===== config.mk =====
export PLATFORM = sky130hd
export DESIGN_NAME = psm_ctrl
export DESIGN_NICKNAME = d
export VERILOG_FILES = /design/src/rtl/psm_pkg.sv /design/src/rtl/psm_lat_lut.sv /design/src/rtl/psm_tick_timer.sv /design/src/rtl/psm_pend_slot.sv /design/src/rtl/psm_ctrl.sv
export SDC_FILE = /design/constraint.sdc
export NUM_CORES = 1
export LEC_CHECK = 0
export BUFFER_PORTS_ARGS = -buffer_cell sky130_fd_sc_hd__buf_2
export CORE_AREA = 2 2 56 48
export CTS_CLUSTER_DIAMETER = 30
export DETAILED_ROUTE_END_ITERATION = 7
export DIE_AREA = 0 0 58 50
export PLACE_DENSITY_LB_ADDON = 0.15
export REMOVE_ABC_BUFFERS = 1
export SLEW_MARGIN = 20
export SYNTH_ARGS = -nofsm -noshare
export SYNTH_HDL_FRONTEND = slang
export SYNTH_SLANG_ARGS = --single-unit

===== constraint.sdc =====
create_clock -name clk -period 3.1 [get_ports clk]
set_input_delay 0.93 -clock clk [delete_from_list [all_inputs] [get_ports clk]]
set_output_delay 0.93 -clock clk [all_outputs]
set_load 0.005 [all_outputs]

===== src/rtl/psm_pkg.sv =====
package psm_pkg;
    typedef enum logic [1:0] {
        PS_OFF  = 2'd0,
        PS_VIEW = 2'd1,
        PS_GLOW = 2'd2
    } pstate_e;

    typedef enum logic {
        FS_REST = 1'b0,
        FS_MOVE = 1'b1
    } fsm_e;
endpackage


===== src/rtl/psm_lat_lut.sv =====
module psm_lat_lut
    import psm_pkg::*;
#(
    parameter int CW             = 7,
    parameter int LAT_OFF_VIEW   = 110,
    parameter int LAT_VIEW_OFF   = 100,
    parameter int LAT_VIEW_GLOW  = 5,
    parameter int LAT_GLOW_VIEW  = 1,
    parameter int LAT_GLOW_OFF   = 1,
    parameter int LAT_OFF_GLOW   = 1
) (
    input  pstate_e         src,
    input  pstate_e         dst,
    output logic [CW-1:0]   lat
);
    always_comb begin
        case ({src, dst})
            {PS_OFF,  PS_VIEW}: lat = CW'(LAT_OFF_VIEW);
            {PS_VIEW, PS_OFF }: lat = CW'(LAT_VIEW_OFF);
            {PS_VIEW, PS_GLOW}: lat = CW'(LAT_VIEW_GLOW);
            {PS_GLOW, PS_VIEW}: lat = CW'(LAT_GLOW_VIEW);
            {PS_GLOW, PS_OFF }: lat = CW'(LAT_GLOW_OFF);
            {PS_OFF,  PS_GLOW}: lat = CW'(LAT_OFF_GLOW);
            default:            lat = CW'(1);
        endcase
    end
endmodule


===== src/rtl/psm_tick_timer.sv =====
module psm_tick_timer #(
    parameter int CW = 7
) (
    input  logic          clk,
    input  logic          rst_n,
    input  logic          load,
    input  logic [CW-1:0] load_val,
    input  logic          tick_en,
    output logic          expire
);
    logic [CW-1:0] cnt;

    always_ff @(posedge clk) begin
        if (!rst_n)                     cnt <= '0;
        else if (load)                  cnt <= load_val;
        else if (tick_en && cnt != '0)  cnt <= cnt - CW'(1);
    end

    assign expire = tick_en && (cnt == CW'(1));


    tick_gate_chk: assert property (@(posedge clk) disable iff (!rst_n)
        (!tick_en && !load) |=> $stable(cnt));


    no_overflow_chk: assert property (@(posedge clk) disable iff (!rst_n)
        (!load && cnt != '0) |=> cnt <= $past(cnt));
endmodule


===== src/rtl/psm_pend_slot.sv =====
module psm_pend_slot
    import psm_pkg::*;
(
    input  logic    clk,
    input  logic    rst_n,
    input  logic    wr,
    input  pstate_e wr_st,
    input  logic    clr,
    output logic    vld,
    output pstate_e st
);
    always_ff @(posedge clk) begin
        if (!rst_n) begin
            vld <= 1'b0;
            st  <= PS_OFF;
        end else if (clr) begin
            vld <= 1'b0;
        end else if (wr) begin
            vld <= 1'b1;
            st  <= wr_st;
        end
    end


    pend_latest_chk: assert property (@(posedge clk) disable iff (!rst_n)
        (wr && !clr) |=> (vld && st == $past(wr_st)));
endmodule


===== src/rtl/psm_ctrl.sv =====
module psm_ctrl
    import psm_pkg::*;
#(
    parameter int PW             = 8,
    parameter int PWR_OFF        = 0,
    parameter int PWR_VIEW       = 50,
    parameter int PWR_GLOW       = 150,
    parameter int LAT_OFF_VIEW   = 110,
    parameter int LAT_VIEW_OFF   = 100,
    parameter int LAT_VIEW_GLOW  = 5,
    parameter int LAT_GLOW_VIEW  = 1,
    parameter int LAT_GLOW_OFF   = 1,
    parameter int LAT_OFF_GLOW   = 1
) (
    input  logic          clk,
    input  logic          rst_n,
    input  logic          tick_en,
    input  logic          req_valid,
    input  logic [1:0]    req_state,
    output logic [1:0]    cur_state,
    output logic          busy,
    output logic [PW-1:0] power_code
);
    localparam int M1      = (LAT_OFF_VIEW  > LAT_VIEW_OFF)  ? LAT_OFF_VIEW  : LAT_VIEW_OFF;
    localparam int M2      = (LAT_VIEW_GLOW > LAT_GLOW_VIEW) ? LAT_VIEW_GLOW : LAT_GLOW_VIEW;
    localparam int M3      = (LAT_GLOW_OFF  > LAT_OFF_GLOW)  ? LAT_GLOW_OFF  : LAT_OFF_GLOW;
    localparam int M12     = (M1 > M2) ? M1 : M2;
    localparam int MAX_LAT = (M12 > M3) ? M12 : M3;
    localparam int CW      = $clog2(MAX_LAT + 1);

    fsm_e    fsm_q, fsm_d;
    pstate_e cur_q, cur_d, dst_q, dst_d;
    pstate_e req_s, lut_src, lut_dst, pend_st, eff_st;
    logic    req_ok, pend_vld, eff_vld, pend_wr, pend_clr, ld, expire;
    logic [CW-1:0] lat;

    function automatic logic [PW-1:0] lvl(pstate_e s);
        case (s)
            PS_VIEW: return PW'(PWR_VIEW);
            PS_GLOW: return PW'(PWR_GLOW);
            default: return PW'(PWR_OFF);
        endcase
    endfunction

    assign req_s   = pstate_e'(req_state);
    assign req_ok  = req_valid && (req_state != 2'd3);
    assign eff_vld = req_ok || pend_vld;
    assign eff_st  = req_ok ? req_s : pend_st;

    psm_lat_lut #(
        .CW(CW), .LAT_OFF_VIEW(LAT_OFF_VIEW), .LAT_VIEW_OFF(LAT_VIEW_OFF),
        .LAT_VIEW_GLOW(LAT_VIEW_GLOW), .LAT_GLOW_VIEW(LAT_GLOW_VIEW),
        .LAT_GLOW_OFF(LAT_GLOW_OFF), .LAT_OFF_GLOW(LAT_OFF_GLOW)
    ) u_lut (
        .src(lut_src), .dst(lut_dst), .lat(lat)
    );

    psm_tick_timer #(.CW(CW)) u_timer (
        .clk(clk), .rst_n(rst_n), .load(ld), .load_val(lat),
        .tick_en(tick_en), .expire(expire)
    );

    psm_pend_slot u_pend (
        .clk(clk), .rst_n(rst_n), .wr(pend_wr), .wr_st(req_s),
        .clr(pend_clr), .vld(pend_vld), .st(pend_st)
    );

    // next-state logic
    always_comb begin
        fsm_d    = fsm_q;
        cur_d    = cur_q;
        dst_d    = dst_q;
        ld       = 1'b0;
        lut_src  = cur_q;
        lut_dst  = req_s;
        pend_wr  = 1'b0;
        pend_clr = 1'b0;
        unique case (fsm_q)
            FS_REST: begin
                if (req_ok && req_s != cur_q) begin
                    fsm_d = FS_MOVE;
                    dst_d = req_s;
                    ld    = 1'b1;
                end
            end
            FS_MOVE: begin
                if (expire) begin
                    cur_d    = dst_q;
                    pend_clr = 1'b1;
                    if (eff_vld && eff_st != dst_q) begin
                        dst_d   = eff_st;
                        lut_src = dst_q;
                        lut_dst = eff_st;
                        ld      = 1'b1;
                    end else begin
                        fsm_d = FS_REST;
                    end
                end else if (req_ok) begin
                    pend_wr = 1'b1;
                end
            end
        endcase
    end

    // state register
    always_ff @(posedge clk) begin
        if (!rst_n) begin
            fsm_q <= FS_REST;
            cur_q <= PS_OFF;
            dst_q <= PS_OFF;
        end else begin
            fsm_q <= fsm_d;
            cur_q <= cur_d;
            dst_q <= dst_d;
        end
    end

    // outputs
    always_comb begin
        cur_state = cur_q;
        busy      = (fsm_q == FS_MOVE);
        if (fsm_q == FS_MOVE)
            power_code = (lvl(cur_q) > lvl(dst_q)) ? lvl(cur_q) : lvl(dst_q);
        else
            power_code = lvl(cur_q);
    end


    legal_state_chk: assert property (@(posedge clk) disable iff (!rst_n)
        cur_state != 2'd3);


    src_hold_chk: assert property (@(posedge clk) disable iff (!rst_n)
        !busy |=> cur_state == $past(cur_state));


    same_req_chk: assert property (@(posedge clk) disable iff (!rst_n)
        (!busy && req_valid && req_state == cur_state) |=> !busy);


    busy_power_chk: assert property (@(posedge clk) disable iff (!rst_n)
        busy |-> (power_code >= lvl(cur_q) && power_code >= lvl(dst_q)));


    done_move_chk: assert property (@(posedge clk) disable iff (!rst_n)
        $fell(busy) |-> cur_state != $past(cur_state));
endmodule


==> key figures, run 1 <==
Floorplanning
  • Die X: 58 µm
  • IO Count: 17
  • Initial core utilization: 52.42%
  • Die Y: 50 µm
  • CORE AREA: 2322 µm²
  • Site Rows: 16
  • Die ar.: 2900 µm²

Final layout
  • Layout cells sized above 1: 25.29%
  • Area delta synth->final: 12.44%
  • Non-Filler Instances: 197
  • Most frequent cells in the layout: 15 x nor2_1, 13 x a21oi_1, 13 x buf_2
  • Util after Layout: 58.94%
  • N_diodes: 0
  • Final net count: 187
  • Most common cell after layout, fill and taps aside: nor2_1

Yosys
  • XOR/XNOR Fraction of Synth Area: 2.158%
  • Async set-or-reset flop fraction in the synthesized netlist: 0%
  • Register area share after synthesis: 24.67%
  • Post-Synthesis Cell Area: 1217 µm²
  • Post-Syn Area per Cell: 7.854 µm²
  • #FFs+latches synth: 15
  • Largest family of logic cells by synthesized area: simple AND/OR/NAND/NOR gates
  • Top post-synthesis cells by area: dfxtp_1 25%, ha_1 10%, a21oi_1 6.2%
  • Post-synthesis mux area share: 0%
  • Adder-cell share of the synthesized area: 10.28%
  • Ys flop type: dfxtp_1
  • Area share of and/or/nand/nor cells after synthesis: 29.09%
  • Synth cell types: 45
  • EDFF count, synth: 0
  • Synth area leader: dfxtp_1
  • Yosys top cell area share: 24.67%
  • Warnings from Yosys: 0
  • Synth Instances: 155
  • Compound-cell area share of the yosys netlist: 23.95%

Critical path
  • Worst Setup End Kind: output port
  • CP Buf/Inv Count: 3
  • Worst path top cell family by delay: adder cells
  • Slowest stage cell on the critical path: dfxtp_4
  • Most Frequent Cell on Critical Path: inv_1
  • CP arrival: 2.10 ns
  • CP Max Fanout: 6
  • CP Launch Point: cur_state[0]$_SDFFE_PN0P_
  • CP Data Required Time: 2.17 ns
  • Worst R2R Start: u_timer.cnt[2]$_SDFFE_PN0P_
  • Critical-path cell list: inv_1 -> ha_4 -> inv_1 -> ha_1 -> and3_4 -> o21ai_4 -> nor2_2 -> a21oi_2 -> buf_2
  • CP peak stage delay: 0.38 ns
  • Startpoint types: flop
  • Critical path class: reg2out

Drt
  • Drt total wl: 2.867 mm
  • Residual DRC: 0
  • DR WL/cell: 14.55 µm
  • DR vias: 1178
  • Routed wl met3: 222 µm
  • Post-route ant nets: 0
  • Routed wl met2: 1.224 mm
  • Iter 0 DRT Violations: 60
  • Vias per cell: 5.980
  • Highest metal used: met4
  • Met1 WL: 1.357 mm
  • Initial DRT Pass Iterations: 4

Placement
  • Inst Count DP: 191
  • GP Congestion: 0.9046
  • Port buffer count: 13
  • HPWL after DPL: 2.111 mm

Global route
  • Gr ovfl total: 0
  • First-pass GRT wire length: 4.705 mm
  • Vias in the first global route: 1030
  • Largest net degree at the start of global routing: 15
  • GRT Total Usage: 20.82%
  • Initial antenna violation count: 0

Hold path
  • Hold_sp: u_pend.st[0]$_SDFFE_PN0P_
  • Hold WC Path Type: reg2reg

Power and ir drop
  • P_sw: 0.0002668 W
  • Power Internal: 0.0003980 W
  • LEAKAGE: 0.5933 nW
  • Clock share of power: 17.3%
  • Switching Share: 40.14%
  • Worst vdd ir: 0.4107 mV
  • Power Dens Cells: 485.7 nW/µm²
  • Flop pwr share: 39.3%
  • Logic gate share of total power: 43.4%

Run status
  • Status: completed

Clock tree
  • Worst-skew pair later-pin latency: 0.29 ns
  • Number of H-tree levels: 1
  • # hold bufs at CTS: 0
  • Reg clk slew, reported paths: 0.09 ns
  • Total CTS buffers: 3
  • CTS root buf: clkbuf_4
  • Clock tree buffer depth: 2
  • Clk sinks: 15
  • CTS tree: built

STA
  • Slew @ Worst Pin: 0.5799 ns
  • Final setup viols: 0
  • Rel. slew slack: 61.34%
  • Fin. Hold Viols: 0
  • Peak Freq: 0.3298 GHz
  • Min Tclk post-route: 3.032 ns
  • Slew Limit Fails: 0
  • Clk_skew: 0.006737 ns
  • Period utilisation layout: 97.81%

Job
  • # Max-Cap Violations: 0
-- cells in the mapped netlist, drive strengths merged (4+ instances only) --
cell type and n:
nand2b 7, ha 10, nand2 7, nor2 16, a21oi 15, o21ai 9
a211oi 4, nand3 9, inv 13, buf 8, nor3 6, dfxtp 15
-- what timing repair did --
item,4_1_cts,5_1_grt
pin swaps,0,1
hold endpoints to repair,0,0
buffers inserted,0,2
endpoints found under the setup margin,5,5
gates resized for setup,5,12
gates cloned,0,0
-- sequential cells by signal, indices dropped and copies added, names as in the netlist --
name         cells
u_pend.st        2
u_timer.cnt      7
cur_state        2
u_pend.vld       1
dst_q            2
busy             1
-- metrics by stage --
| stage | total power, W | worst slack, ns | TNS (ns) | hold slack, ns | cell area, µm² |
|---|---|---|---|---|---|
| 2_1_floorplan | 0.0004786 | 0.3570 | 0 | 0.4523 | 1161 |
| 3_3_place_gp | 0.0005366 | 0.2320 | 0 | 0.4740 | 1275 |
| 3_5_place_dp | 0.0005386 | 0.02039 | 0 | 0.5128 | 1275 |
| 4_1_cts | 0.0006561 | 0.02041 | 0 | 0.5284 | 1310 |
| 5_1_grt | 0.0007245 | -0.04638 | -0.08883 | 0.5786 | 1369 |
| 6_report | 0.0006648 | 0.06790 | 0 | 0.5461 | 1369 |
-- layer usage --
| layer | GRT usage (%) | vias up |
|---|---|---|
| li1 | - | 573 |
| met1 | 30.57 | 541 |
| met2 | 30.68 | 55 |
| met3 | 4.724 | 9 |
| met4 | 4.651 | 0 |
| met5 | 0 | - |
-- final timing paths --
kind,end,slack [ns],cells past startpoint
setup reg to reg,u_timer.cnt[2]$_SDFFE_PN0P_,0.98,6
hold / removal,u_pend.st[0]$_SDFFE_PN0P_,0.55,2
setup / recovery,power_code[4],0.07,9
hold reg to reg,u_pend.st[0]$_SDFFE_PN0P_,0.55,2
-- tightest hold or removal path, cell delays in order (launching register included) --
cell and delay, ns:
dfxtp_1 0.34, inv_1 0.10, a21oi_1 0.07
-- final cells by class --
class                      count  area [µm²]
tap                           27       33.78
timing repair buffer          17       95.09
inverter                      14       52.55
fill                         218       953.4
sequential                    15       312.8
clock inverter                 1       5.005
clock buffer                   3       22.52
multi-input combinational    120       847.1
-- kinds of logic after synthesis --
| group | after synthesis |
|---|---|
| adder cells (fa/ha/maj) | 10 |
| other | 1 |
| AND/OR/NAND/NOR | 59 |
| buffers and inverters | 22 |
| flip-flops | 15 |
| XOR/XNOR | 3 |
| AO/OA/AOI/OAI | 45 |
-- power by group through the flow --
stage	combinational [W]	sequential, W	clock (W)
global route	0.000327	0.000266	0.000132
floorplan	0.000216	0.000262	0
finish	0.000289	0.000261	0.000115
global placement	0.000271	0.000266	0
CTS	0.000275	0.000262	0.000118
detailed placement	0.000272	0.000267	0
(Power assumes the default switching activity.)
==> run 2, diff against run 1 <==
--- a/config.mk
+++ b/config.mk
@@ -7,6 +7,7 @@
 export LEC_CHECK = 0
 export BUFFER_PORTS_ARGS = -buffer_cell sky130_fd_sc_hd__buf_2
 export CORE_AREA = 2 2 56 48
+export CTS_BUF_LIST = sky130_fd_sc_hd__clkbuf_8
 export CTS_CLUSTER_DIAMETER = 30
 export DETAILED_ROUTE_END_ITERATION = 7
 export DIE_AREA = 0 0 58 50
==> run 2 against run 1 <==
Routed wire length shrank 3.2%. Die area did not move. Clock power rose by 39%. Utilization shrank 1.2 points. Power grew 6.3%. Cell area fell by 2.1%. Cell count down 1.0%. Worst hold slack worse by 0.012 ns. Sequential power about the same. Critical endpoint unchanged.
==> key figures, run 2 (synthesis results as in run 1) <==
Run status
  • Status: completed

STA
  • Slew Limit Fails: 0
  • Period utilisation layout: 96.65%
  • Peak Freq: 0.3338 GHz
  • RSZ-0062 raised after global routing: true
  • Final setup viols: 0
  • Fin. Hold Viols: 0
  • Rel. slew slack: 60.23%
  • Clk_skew: 0.002837 ns
  • Worst Setup Slack, final: 0.1038 ns
  • Min Tclk post-route: 2.996 ns
  • Slew @ Worst Pin: 0.5964 ns

Floorplanning
  • Site Rows: 16
  • Die Y: 50 µm
  • Die ar.: 2900 µm²
  • Initial core utilization: 52.42%
  • IO Count: 17
  • Die X: 58 µm
  • CORE AREA: 2322 µm²

Hold path
  • Worst hold stages: 2
  • Hold WC Path Type: reg2reg

Placement
  • Place WS: 0.02039 ns
  • Port buffer count: 13
  • GP Congestion: 0.9046
  • HPWL after DPL: 2.111 mm

Drt
  • Iter 0 DRT Violations: 48
  • Initial DRT Pass Iterations: 4
  • Drt total wl: 2.774 mm
  • Post-route ant nets: 0
  • DR WL/cell: 14.23 µm
  • Vias per cell: 5.851
  • DR vias: 1141
  • Residual DRC: 0

Final layout
  • Fillers: 226
  • Layout cells sized above 1: 20.83%
  • Max reg flops: 7
  • Most common cell after layout, fill and taps aside: nor2_1
  • Area delta synth->final: 10.07%
  • N_diodes: 0
  • Largest Register: u_timer.cnt
  • Most frequent cells in the layout: 16 x nor2_1, 14 x a21oi_1, 13 x inv_1, 13 x buf_2, 12 x dfxtp_1
  • Final net count: 185

Clock tree
  • # hold bufs at CTS: 0
  • Worst-skew pair later-pin latency: 0.25 ns
  • Reg clk slew, reported paths: 0.06 ns
  • Total CTS buffers: 3
  • Post-CTS repair timing setup buffer count: 0
  • CTS tree: built
  • Number of H-tree levels: 1
  • Clock tree buffer depth: 2
  • CTS root buf: clkbuf_8
  • Clk sinks: 15

Critical path
  • Slowest stage cell on the critical path: dfxtp_1
  • CP Max Fanout: 6
  • Worst Setup End Kind: output port
  • CP arrival: 2.07 ns
  • Critical-path cell list: inv_1 -> ha_1 -> inv_1 -> ha_1 -> a21o_1 -> a21oi_2 -> o21ai_4 -> a21oi_1 -> buf_2
  • CP Data Required Time: 2.17 ns
  • Critical path class: reg2out
  • CP peak stage delay: 0.39 ns
  • Startpoint types: flop
  • Reg2Reg Depth: 6

Power and ir drop
  • Worst vdd ir: 0.4510 mV
  • Total Power: 0.0007065 W
  • Power Dens Cells: 527.2 nW/µm²
  • LEAKAGE: 0.5877 nW

Global route
  • Largest net degree at the start of global routing: 15
  • Gr ovfl total: 0
  • Vias in the first global route: 1031
  • Initial antenna violation count: 0
  • First-pass GRT wire length: 4.712 mm
  • GRT Total Usage: 20.99%

Job
  • # Max-Cap Violations: 0
run 2: cell types whose count changed in the layout (fill, tap and decap cells not counted), sizes merged:
cell / change
buf: -2
run 2: area by class of cell:
| cell class | instances | area [µm²] | area share [%] |
|---|---|---|---|
| Multi-Input combinational cell | 120 | 823.3 | 61.44 |
| Timing Repair Buffer | 15 | 80.08 | 5.976 |
| Tap cell | 27 | 33.78 | 2.521 |
| Sequential cell | 15 | 304.0 | 22.69 |
| Inverter | 14 | 52.55 | 3.922 |
| Clock inverter | 1 | 5.005 | 0.3735 |
| Clock buffer | 3 | 41.29 | 3.081 |
run 2: report_power, final:
| part | total [W] | internal, W | leakage (nW) | switching (W) |
|---|---|---|---|---|
| sequential | 0.000263 | 0.000224 | 0.124 | 0.0000396 |
| combinational | 0.000283 | 0.000124 | 0.438 | 0.000159 |
| clock | 0.000160 | 0.0000892 | 0.0255 | 0.0000707 |
run 2: critical path, delay by kind of cell, from the launching register on:
kind | cells | cell delay, ns
flip-flops | 1 | 0.39
adder cells (fa/ha/maj) | 2 | 0.42
buffers and inverters | 3 | 0.33
AO/OA/AOI/OAI | 4 | 0.67
run 2: routing by layer:
layer	wire (µm)	up-vias	GRT usage, %
met5	0	-	0
met4	35	0	5.814
met3	176	4	4.724
li1	-	568	-
met2	1179	37	31.25
met1	1383	532	30.10
run 2: final timing paths:
kind / slack, ns / to / from
max: 0.10 / power_code[4] / dst_q[1]$_SDFFE_PN0P_
min: 0.53 / u_pend.vld$_SDFFE_PP0P_ / u_pend.vld$_SDFFE_PP0P_
max reg2reg: 0.97 / u_timer.cnt[2]$_SDFFE_PN0P_ / u_timer.cnt[2]$_SDFFE_PN0P_
min reg2reg: 0.53 / u_pend.vld$_SDFFE_PP0P_ / u_pend.vld$_SDFFE_PP0P_
run 2: timing repair:
action / 4_1_cts / 5_1_grt
endpoints found under the setup margin: 5 / 5
resized for setup: 3 / 4
gates cloned: 0 / 0
run 2: per-stage QoR:
step	utilization (%)	hold slack (ns)	std cells	TNS (ns)	instance area, µm²
after floorplan	-	0.4523	149	0	1161
after detailed placement	54.90	0.5128	191	0	1275
final	57.70	0.5339	195	0	1340
after global routing	57.70	0.5687	195	-0.05977	1340
after global placement	54.90	0.4740	191	0	1275
after CTS	57.11	0.5239	195	0	1326
==> run 3, diff against run 2 <==
--- a/config.mk
+++ b/config.mk
@@ -5,12 +5,13 @@
 export SDC_FILE = /design/constraint.sdc
 export NUM_CORES = 1
 export LEC_CHECK = 0
+export ABC_AREA = 1
 export BUFFER_PORTS_ARGS = -buffer_cell sky130_fd_sc_hd__buf_2
-export CORE_AREA = 2 2 56 48
+export CORE_AREA = 2 2 58 49
 export CTS_BUF_LIST = sky130_fd_sc_hd__clkbuf_8
 export CTS_CLUSTER_DIAMETER = 30
 export DETAILED_ROUTE_END_ITERATION = 7
-export DIE_AREA = 0 0 58 50
+export DIE_AREA = 0 0 60 51
 export PLACE_DENSITY_LB_ADDON = 0.15
 export REMOVE_ABC_BUFFERS = 1
 export SLEW_MARGIN = 20
==> run 3 against run 2 <==
Sequential power increased by 2%. Register-to-register slack improved by 0.19 ns. Clock-buffer cell count unchanged. Combinational power increased by 5%. Cell count increased by 21%. Critical endpoint is now power_code[2]. First-iteration DRC count increased by 23%. Synthesized cell count increased by 19%. Largest cell class unchanged. Worst hold slack got worse by 0.053 ns. Non-clock buffer count decreased by 2. Routed wire length increased by 0.90%.
==> key figures, run 3 <==
Run status
  • Status: completed

Job
  • # Max-Cap Violations: 0

Yosys
  • Count leader, synth: nand2_1
  • EDFF count, synth: 0
  • Synth area leader: dfxtp_1
  • Synth cell types: 29
  • Async set-or-reset flop fraction in the synthesized netlist: 0%
  • Ys flop type: dfxtp_1
  • Register area share after synthesis: 23.21%
  • Post-Syn Area per Cell: 6.993 µm²
  • Yosys top cell area share: 23.21%
  • Post-Synthesis Cell Area: 1294 µm²
  • Warnings from Yosys: 0
  • Top post-synthesis cells by area: dfxtp_1 23%, ha_1 9.7%, nand2_1 9.0%
  • #FFs+latches synth: 15
  • Synth top cells by count: 31 x nand2_1, 23 x inv_1, 17 x o21ai_0, 15 x dfxtp_1
  • Synth Instances: 185

STA
  • Peak Freq: 0.3412 GHz
  • Period utilisation layout: 94.54%
  • Min Tclk post-route: 2.931 ns
  • Slew Limit Fails: 0
  • Clk_skew: 0.002423 ns
  • Fin. Hold Viols: 0
  • Final setup viols: 0
  • Fin Hold WS: 0.4805 ns

Placement
  • Port buffer count: 13
  • Area post-placement: 1361 µm²
  • Inst Count DP: 231
  • HPWL after DPL: 2.245 mm
  • GP Congestion: 0.8491

Critical path
  • Startpoint types: flop
  • Reg2Reg Depth: 13
  • CP arrival: 2.00 ns
  • Critical path class: reg2out
  • Worst Setup End Kind: output port
  • CP Data Required Time: 2.17 ns
  • CP Max Fanout: 6

Global route
  • Vias in the first global route: 1125
  • Gr ovfl total: 0
  • GRT Total Usage: 21.36%
  • First-pass GRT wire length: 4.974 mm
  • Initial antenna violation count: 0
  • Largest net degree at the start of global routing: 12

Clock tree
  • CTS root buf: clkbuf_8
  • CTS tree: built
  • Clk sinks: 15
  • Clock tree buffer depth: 2
  • Total CTS buffers: 3
  • Worst-skew pair later-pin latency: 0.25 ns
  • Post-CTS repair timing setup buffer count: 0
  • Number of H-tree levels: 1
  • Reg clk slew, reported paths: 0.06 ns

Power and ir drop
  • P_sw: 0.0002961 W
  • Power Dens Cells: 509.5 nW/µm²
  • LEAKAGE: 0.6958 nW
  • Power Internal: 0.0004267 W
  • Flop pwr share: 36.9%
  • Switching Share: 40.97%
  • Clock share of power: 22.0%
  • Worst vdd ir: 0.2592 mV
  • Logic gate share of total power: 41.1%

Drt
  • DR WL/cell: 11.91 µm
  • Vias per cell: 5.089
  • Post-route ant nets: 0
  • Residual DRC: 0
  • Drt total wl: 2.799 mm
  • Initial DRT Pass Iterations: 4
  • DR vias: 1196
  • Iter 0 DRT Violations: 59

Final layout
  • Largest Register: u_timer.cnt
  • Max reg flops: 7
  • Most common cell after layout, fill and taps aside: nand2_1
  • Final net count: 214
  • Most frequent cells in the layout: 30 x nand2_1, 23 x inv_1, 14 x o21ai_0
  • Area delta synth->final: 9.671%
  • Non-Filler Instances: 235
  • Layout cells sized above 1: 28.93%
  • Design area: 1419 µm²
  • N_diodes: 0

Floorplanning
  • Site Rows: 17
  • Die ar.: 3060 µm²
  • IO Count: 17
  • Die Y: 51 µm
  • Die X: 60 µm
  • Initial core utilization: 50.27%
  • CORE AREA: 2574 µm²

Hold path
  • Worst hold stages: 2
  • Hold WC Path Type: reg2reg
## run 3: changes by cell type in the layout (fill, tap and decap cells not counted), moves of 5 or more
cell      delta
inv_1       +10
inv_2        +7
nand2_1     +24
nand2_2     +11
nand2_4      +6
nand2b_1     -7
nand4_1      +6
nor2_1       -5
nor3_1       -5
o21ai_0      +7
## run 3: cell families after synthesis
| logic type | after synthesis | synth area share [%] |
|---|---|---|
| and+or+nand+nor | 81 | 35.40 |
| AOI/OAI and AO/OA | 37 | 16.15 |
| buffers and inverters | 38 | 13.25 |
| other | 1 | 0.2899 |
| xor gates and xnor gates | 3 | 2.031 |
| DFF | 15 | 23.21 |
| adders and majority gates | 10 | 9.671 |
## run 3: area by class of cell
| cell class | count | area [µm²] |
|---|---|---|
| clock buffer | 3 | 41.29 |
| clock inverter | 1 | 5.005 |
| fill | 254 | 1155 |
| inverter | 31 | 118.9 |
| multi-input combinational | 134 | 835.8 |
| sequential | 15 | 305.3 |
| tap | 38 | 47.55 |
| timing repair buffer | 13 | 65.06 |
## run 3: through the flow
step	setup TNS, ns	power, W	utilization [%]	setup WS (ns)
after floorplan	0	0.0004911	-	0.4963
after global placement	0	0.0005520	52.89	0.3857
after detailed placement	0	0.0005597	52.89	0.3018
after CTS	0	0.0007225	54.69	0.03742
after global routing	-0.004466	0.0007855	55.13	-0.004466
final	0	0.0007229	55.13	0.1694
## run 3: power by group through the flow
stage               registers [W]  clock network (W)  logic [W]
detailed placement       0.000269                  0   0.000291
finish                   0.000267           0.000159   0.000297
global route             0.000272           0.000172   0.000342
global placement         0.000267                  0   0.000285
CTS                      0.000265           0.000164   0.000294
floorplan                0.000259                  0   0.000232
## run 3: timing repair
action | 4_1_cts | 5_1_grt
gates resized for setup | 0 | 9
hold buffers | 0 | 0
setup endpoints to repair | 0 | 5
## run 3: final timing paths
| path | start | to | slack, ns |
|---|---|---|---|
| max | dst_q[0]$_SDFFE_PN0P_ | power_code[2] | 0.17 |
| min | u_pend.st[1]$_SDFFE_PN0P_ | u_pend.st[1]$_SDFFE_PN0P_ | 0.48 |
| max reg2reg | u_timer.cnt[1]$_SDFFE_PN0P_ | u_timer.cnt[1]$_SDFFE_PN0P_ | 1.16 |
| min reg2reg | u_pend.st[1]$_SDFFE_PN0P_ | u_pend.st[1]$_SDFFE_PN0P_ | 0.48 |
## run 3: layer usage
metal	global-route usage [%]	wire length, µm
met2	32.07	1180
met4	5.556	26
met1	30.20	1453
met5	0	0
met3	5.316	138
## run 3: critical path, stage by stage, from the launching register on
cell and delay, ns:
dfxtp_2 0.36, inv_1 0.08, ha_1 0.34, ha_1 0.20
a21oi_1 0.15, nor2_1 0.05, o21ai_1 0.16, nand2_2 0.11
o21ai_1 0.15, buf_2 0.13
